**config.mk**
```make
export PLATFORM = sky130hd
export DESIGN_NAME = dma_req_gen
export DESIGN_NICKNAME = d
export VERILOG_FILES = /design/src/rtl/dma_req_gen.sv
export SDC_FILE = /design/constraint.sdc
export NUM_CORES = 1
export LEC_CHECK = 0
export ABC_CLOCK_PERIOD_IN_PS = 5550
export BUFFER_PORTS_ARGS = -buffer_cell sky130_fd_sc_hd__buf_2
export CORE_MARGIN = 3
export CORE_UTILIZATION = 36
export CTS_BUF_LIST = sky130_fd_sc_hd__clkbuf_4
export CTS_CLUSTER_SIZE = 14
export DETAILED_ROUTE_END_ITERATION = 16
export PLACE_DENSITY_LB_ADDON = 0.2
export SETUP_SLACK_MARGIN = 0.15
export SLEW_MARGIN = 20
export SYNTH_ARGS = -nofsm -noshare
export SYNTH_HDL_FRONTEND = slang
export SYNTH_SLANG_ARGS = --single-unit
export TNS_END_PERCENT = 1
```
**constraint.sdc**
```tcl
create_clock -name clk -period 5.55 [get_ports clk]
set_input_delay 0.555 -clock clk [delete_from_list [all_inputs] [get_ports clk]]
set_output_delay 0.555 -clock clk [all_outputs]
set_load 0.02 [all_outputs]
```
**src/rtl/dma_req_gen.sv**
```systemverilog
module dma_req_gen #(
  parameter int LVL_W         = 10,
  parameter int BIT_W         = 12,
  parameter int CNT_W         = 11,
  parameter int PROTECT_BYTES = 64
) (
  input  logic             clk,
  input  logic             rst_n,
  input  logic             full_duplex,
  input  logic             runt_accept,
  input  logic [1:0]       tx_wm_sel,
  input  logic [LVL_W-1:0] tx_free_bytes,
  input  logic             tx_frame_active,
  input  logic [BIT_W-1:0] tx_bits_sent,
  input  logic [1:0]       rx_wm_sel,
  input  logic [LVL_W-1:0] rx_fill_bytes,
  input  logic [CNT_W-1:0] rx_frame_bytes,
  input  logic             rx_frame_valid,
  output logic             tx_dma_req,
  output logic             rx_dma_req
);

  localparam logic [BIT_W-1:0] GUARD_BITS  = BIT_W'(PROTECT_BYTES * 8);
  localparam logic [LVL_W-1:0] GUARD_LVL   = LVL_W'(PROTECT_BYTES);
  localparam logic [CNT_W-1:0] GUARD_CNT   = CNT_W'(PROTECT_BYTES);

  logic [LVL_W-1:0] tx_thresh, rx_thresh, tx_usable;
  logic             tx_guard, rx_gate_open, rx_fill_ok;
  logic             tx_cond, rx_cond;

  always_comb begin
    unique case (tx_wm_sel)
      2'd0:    tx_thresh = LVL_W'(16);
      2'd1:    tx_thresh = LVL_W'(64);
      2'd2:    tx_thresh = LVL_W'(128);
      default: tx_thresh = LVL_W'(256);
    endcase
    unique case (rx_wm_sel)
      2'd0:    rx_thresh = LVL_W'(16);
      2'd1:    rx_thresh = LVL_W'(64);
      default: rx_thresh = LVL_W'(128);
    endcase
  end

  assign tx_guard  = !full_duplex && tx_frame_active && (tx_bits_sent < GUARD_BITS);
  assign tx_usable = !tx_guard ? tx_free_bytes :
                     (tx_free_bytes >= GUARD_LVL) ? tx_free_bytes - GUARD_LVL : '0;
  assign tx_cond   = tx_usable >= tx_thresh;

  assign rx_gate_open = full_duplex || runt_accept || (rx_frame_bytes >= GUARD_CNT);
  assign rx_fill_ok   = rx_fill_bytes >= rx_thresh;
  assign rx_cond      = rx_gate_open && (rx_fill_ok || rx_frame_valid);

  always_ff @(posedge clk) begin
    if (!rst_n) begin
      tx_dma_req <= 1'b0;
      rx_dma_req <= 1'b0;
    end else begin
      tx_dma_req <= tx_cond;
      rx_dma_req <= rx_cond;
    end
  end

  // reserved space plus the smallest watermark is not available
  p_tx_guard_r1: assert property (@(posedge clk) disable iff (!rst_n)
    (!full_duplex && tx_frame_active && tx_bits_sent < GUARD_BITS &&
     tx_free_bytes < GUARD_LVL + LVL_W'(16)) |=> !tx_dma_req);

  // full duplex with room above the largest watermark always requests
  p_tx_fd_room_r3: assert property (@(posedge clk) disable iff (!rst_n)
    (full_duplex && tx_free_bytes >= LVL_W'(256)) |=> tx_dma_req);

  // short frame in half duplex without runt-accept never requests
  p_rx_runt_block_r6: assert property (@(posedge clk) disable iff (!rst_n)
    (!full_duplex && !runt_accept && rx_frame_bytes < GUARD_CNT) |=> !rx_dma_req);

  // a valid frame in an early mode always requests
  p_rx_early_valid_r7: assert property (@(posedge clk) disable iff (!rst_n)
    ((full_duplex || runt_accept) && rx_frame_valid) |=> rx_dma_req);

  // below the smallest watermark and no frame strobe, no receive request
  p_rx_low_r5: assert property (@(posedge clk) disable iff (!rst_n)
    (rx_fill_bytes < LVL_W'(16) && !rx_frame_valid) |=> !rx_dma_req);

endmodule

```
; Yosys cells after proc, flatten, opt, wreduce, memory -nomap -nowiden
; Index checks and enable logic that the tools add are counted.
[word_totals]
regBits = 2
word_cells = 24
[classes]
n_reduce_logical = 9
n_mux = 4
n_eq_ne = 3
n_lt_le_gt_ge = 5
addsub = 1
[ops]
columns = cell, count
row1 = one-hot mux 9 bit (3 select lines), 1
row2 = greater-or-equal comparator 10 bit, 2
row3 = two-way mux 10 bit, 2
row4 = one-hot mux 8 bit (2 select lines), 1
row5 = < comparator 12 x 10 -> 1 bit (second input constant), 1
row6 = greater-or-equal comparator 11 x 7 -> 1 bit (second input constant), 1
row7 = greater-or-equal comparator 10 x 7 -> 1 bit (second input constant), 1
row8 = subtractor 10 x 7 -> 10 bit (second input constant), 1
row9 = equality test 2 x 1 -> 1 bit (second input constant), 2
row10 = logical NOT 2 bit, 2
row11 = logical AND 1 bit, 3
row12 = logical OR 1 bit, 3
row13 = equality test 2 bit (second input constant), 1
row14 = logical NOT 1 bit, 1

; Logic depth before layout (Yosys ltp)
[logic_depth]
ltp_word = 5
ltp_mapped = 11
mapped_depth_nobuf = 11

; Worst setup path after synthesis
; OpenSTA, ideal clock, no wires.
[synth_path]
path_kind = input -> register
from = in tx_free_bytes[7]
to = reg tx_dma_req
stages = 11
required_time_ps = 5430
setup_ps = 120
arrival_ps = 2527
slack_ps = 2903
cell_sequence = inv_1 -> ha_1 -> nor4b_1 -> nand3b_1 -> a41oi_2 -> a211oi_1 -> ha_1 -> nand3_1 -> nor2_1 -> a221o_2 -> o31a_1
[synth_between]
elab_chain_cells = 4
[synth_rtl]
columns = item, line_no
row1 = from (decl), 12  ; input logic [LVL_W-1:0] tx_free_bytes,
row2 = subtractor 10 x 7 -> 10 bit / greater-or-equal comparator 10 x 7 -> 1 bit (equally long branches), 47  ; (tx_free_bytes >= GUARD_LVL) ? tx_free_bytes - GUARD_LVL : '0;
row3 = two-way mux 10 bit, 47
row4 = two-way mux 10 bit *, 46  ; assign tx_usable = !tx_guard ? tx_free_bytes :
row5 = greater-or-equal comparator 10 bit *, 48  ; assign tx_cond = tx_usable >= tx_thresh;
row6 = to (signal assigned), 59  ; tx_dma_req <= tx_cond;
row7 = to (decl), 19  ; output logic tx_dma_req,
; Mark *: on every way between the ends. The rest lies on a longest branch, timed or not.
; A chain may end at the register's enable or synchronous reset.

; Worst setup path after layout
; Ends and elaborated chain as after synthesis.

==> metrics.yaml <==
outcome:
  status: "finished, final reports clean"
synthesis:
  synth-seq-cells: 2
  seq_area_frac_synth_pct: 8.421
  synth_warnings: 0
  syn_area_um2: 475.5
  syn_area_per_cell_um2: 7.794
  synth_cell_types: 28
  postSynthCellCount: 61
  syn_nets: 123
critical_path:
  path_max_fanout: 4
  critPathCaptureType: "flip-flop"
  cp.required_ns: 5.66
  critPathLaunchType: "input port"
  crit_type: "in -> reg"
  cp.arrival_ns: 2.88
clock_tree:
  clk_path_buf_depth: 2
  cts_tree: "done"
  clock_sinks: 2
  cts_resized: 0
  hold_buffers: 0
  cts_buffers: 3
  cts_root_buf: "clkbuf_4"
  post_cts_buffers: 0
  clkTransAtPathRegs_ns: 0.03
  cts_max_level: 1
timing:
  tns_ns: 0
  max_freq_mhz: 361.2
  worstMarginPinSlew_ns: 0.4282
  setup_violations: 0
  slew_headroom_pct: 71.21
  rsz0062_at_grt: "false"
  drv_slew: 0
  final.period_utilization_pct: 49.89
  finalHoldViolCount: 0
  min_period_ns: 2.769
  timing.hold.ws_ns: 0.5633
placement:
  gp_congestion: 0.7734
  numPortBuffers: 39
  dp_hpwl_um: 1060
global_routing:
  antenna_found_initial: 0
  grt_max_degree: 5
  overflow: 0
  grt_pass1_vias: 518
  track_usage_pct: 14.94
  grt_pass1_wl_um: 2083
pwr:
  total_power_uw: 87.80
  powerDensity_mw_per_mm2: 123.5
  ir_drop_v: 0.00005930
  power.leakage_uw: 0.0003747
routing:
  routed_wl_um: 1198
  drt-pass1-iter-count: 3
  antenna_left: 0
  viasPerCell: 4.846
  vias: 567
  dr_wl_met3_um: 123
  drt-initial-drc-count: 6
  topRoutingLayerUsed: "met4"
  wl_met1_um: 519
  routedWlPerCell_um: 10.24
  drc: 0
  dr_wl_met2_um: 543
final_layout:
  layout-drive-gt1-share_pct: 46.60
  final_common_cell: "buf_2"
  antennaDiodeCount: 0
  nets: 167
  areaGrowthSynthToFinish_pct: 49.47
  final_cell_mix: "39 x buf_2, 9 x ha_1, 8 x nor2_1, 8 x inv_1, 5 x nand2_1"
die:
  die_h_um: 42.34
  die_area_mm2: 0.001793
  io_pins: 55
  rows: 12
  die_x_um: 42.34
  start_util_pct: 40.60
  fp.coreArea_mm2: 0.001171
flow_run:
  maxCapViolations: 0
worst_hold_path:
  hp-class: "in -> reg"
[power by group]
| group | total, uW | switching (uW) | internal, uW | leakage, uW |
|---|---|---|---|---|
| clock | 32.3 | 8.41 | 23.9 | 0.0000138 |
| combinational | 39.6 | 19.0 | 20.6 | 0.000344 |
| sequential | 15.9 | 0.220 | 15.7 | 0.0000169 |
| total | 87.8 | 27.6 | 60.2 | 0.000375 |
[routing by layer]
| metal | vias up | track usage, % |
|---|---|---|
| met5 | - | 0 |
| met1 | 231 | 18.59 |
| li1 | 307 | - |
| met2 | 27 | 22.80 |
| met3 | 2 | 3.433 |
| met4 | 0 | 9.317 |
[kinds of logic (layout without fill, tap and decap cells)]
logic type | count (synthesis) | in the layout | synth area share [%]
flops | 2 | 2 | 8.421
xor+xnor | 3 | 3 | 5.527
fa+ha+maj | 9 | 9 | 23.68
compound gates | 10 | 10 | 17.11
simple gates | 28 | 28 | 36.84
mux | 1 | 1 | 2.105
buf+inv | 8 | 50 | 6.316
[sequential cells by signal, indices dropped and copies added, names as in the netlist]
register / cells
rx_dma_req: 1
tx_dma_req: 1
[cells in the mapped netlist]
| cell type | count | share of area (%) |
|---|---|---|
| a41oi_2 | 1 | 3.4 |
| dfxtp_1 | 2 | 8.4 |
| nand2_1 | 5 | 3.9 |
| nand3b_1 | 1 | 1.6 |
| nand4_1 | 1 | 1.3 |
| xnor2_1 | 2 | 3.7 |
| nor4_2 | 1 | 2.6 |
| o21ai_0 | 1 | 1.1 |
| a221o_2 | 1 | 2.4 |
| mux2i_1 | 1 | 2.1 |
| nand2b_1 | 3 | 3.9 |
| a31oi_1 | 1 | 1.3 |
| a21oi_1 | 2 | 2.1 |
| nor3_2 | 1 | 2.1 |
| inv_1 | 8 | 6.3 |
| nand3_1 | 2 | 2.1 |
| or4_1 | 1 | 1.6 |
| nor4_4 | 1 | 4.5 |
| or4_4 | 1 | 2.4 |
| a21o_1 | 1 | 1.6 |
| nor4_1 | 2 | 2.6 |
| a211oi_1 | 1 | 1.6 |
| o41ai_1 | 1 | 1.8 |
| ha_1 | 9 | 24 |
| nor2_1 | 8 | 6.3 |
| xor2_1 | 1 | 1.8 |
| nor4b_1 | 1 | 1.8 |
| o31a_1 | 1 | 1.8 |
[worst max-delay path: stages]
cell and delay [ns]:
buf_2 0.12, inv_1 0.07, ha_1 0.15, nor4b_1 0.25, nand3b_1 0.18, a41oi_2 0.29
a211oi_1 0.09, ha_1 0.35, nand3_1 0.12, nor2_1 0.05, a221o_2 0.38, o31a_1 0.27
[final timing paths]
path              slack, ns  cells past startpoint             start    endpoint
setup / recovery       2.78                     12  tx_free_bytes[7]  tx_dma_req
hold / removal         0.56                      2             rst_n  tx_dma_req
[layout make-up]
| type | count | area, um^2 |
|---|---|---|
| multi-input combinational | 51 | 405.4 |
| sequential | 2 | 40.04 |
| clock buffer | 3 | 22.52 |
| tap | 14 | 17.52 |
| inverter | 8 | 30.03 |
| timing repair buffer | 39 | 195.2 |
| fill | 120 | 460.4 |
[stage by stage]
step                      std cells  instance area (um^2)  utilization (%)  worst slack [ns]
after floorplan                  61                 475.5                -             2.903
after global placement          114                 688.2            58.76             2.528
after detailed placement        114                 688.2            58.76             2.516
after CTS                       117                 710.7            60.68             2.756
after global routing            117                 710.7            60.68             2.594
final                           117                 710.7            60.68             2.781
Note: power is estimated with default switching activity, not from simulation.
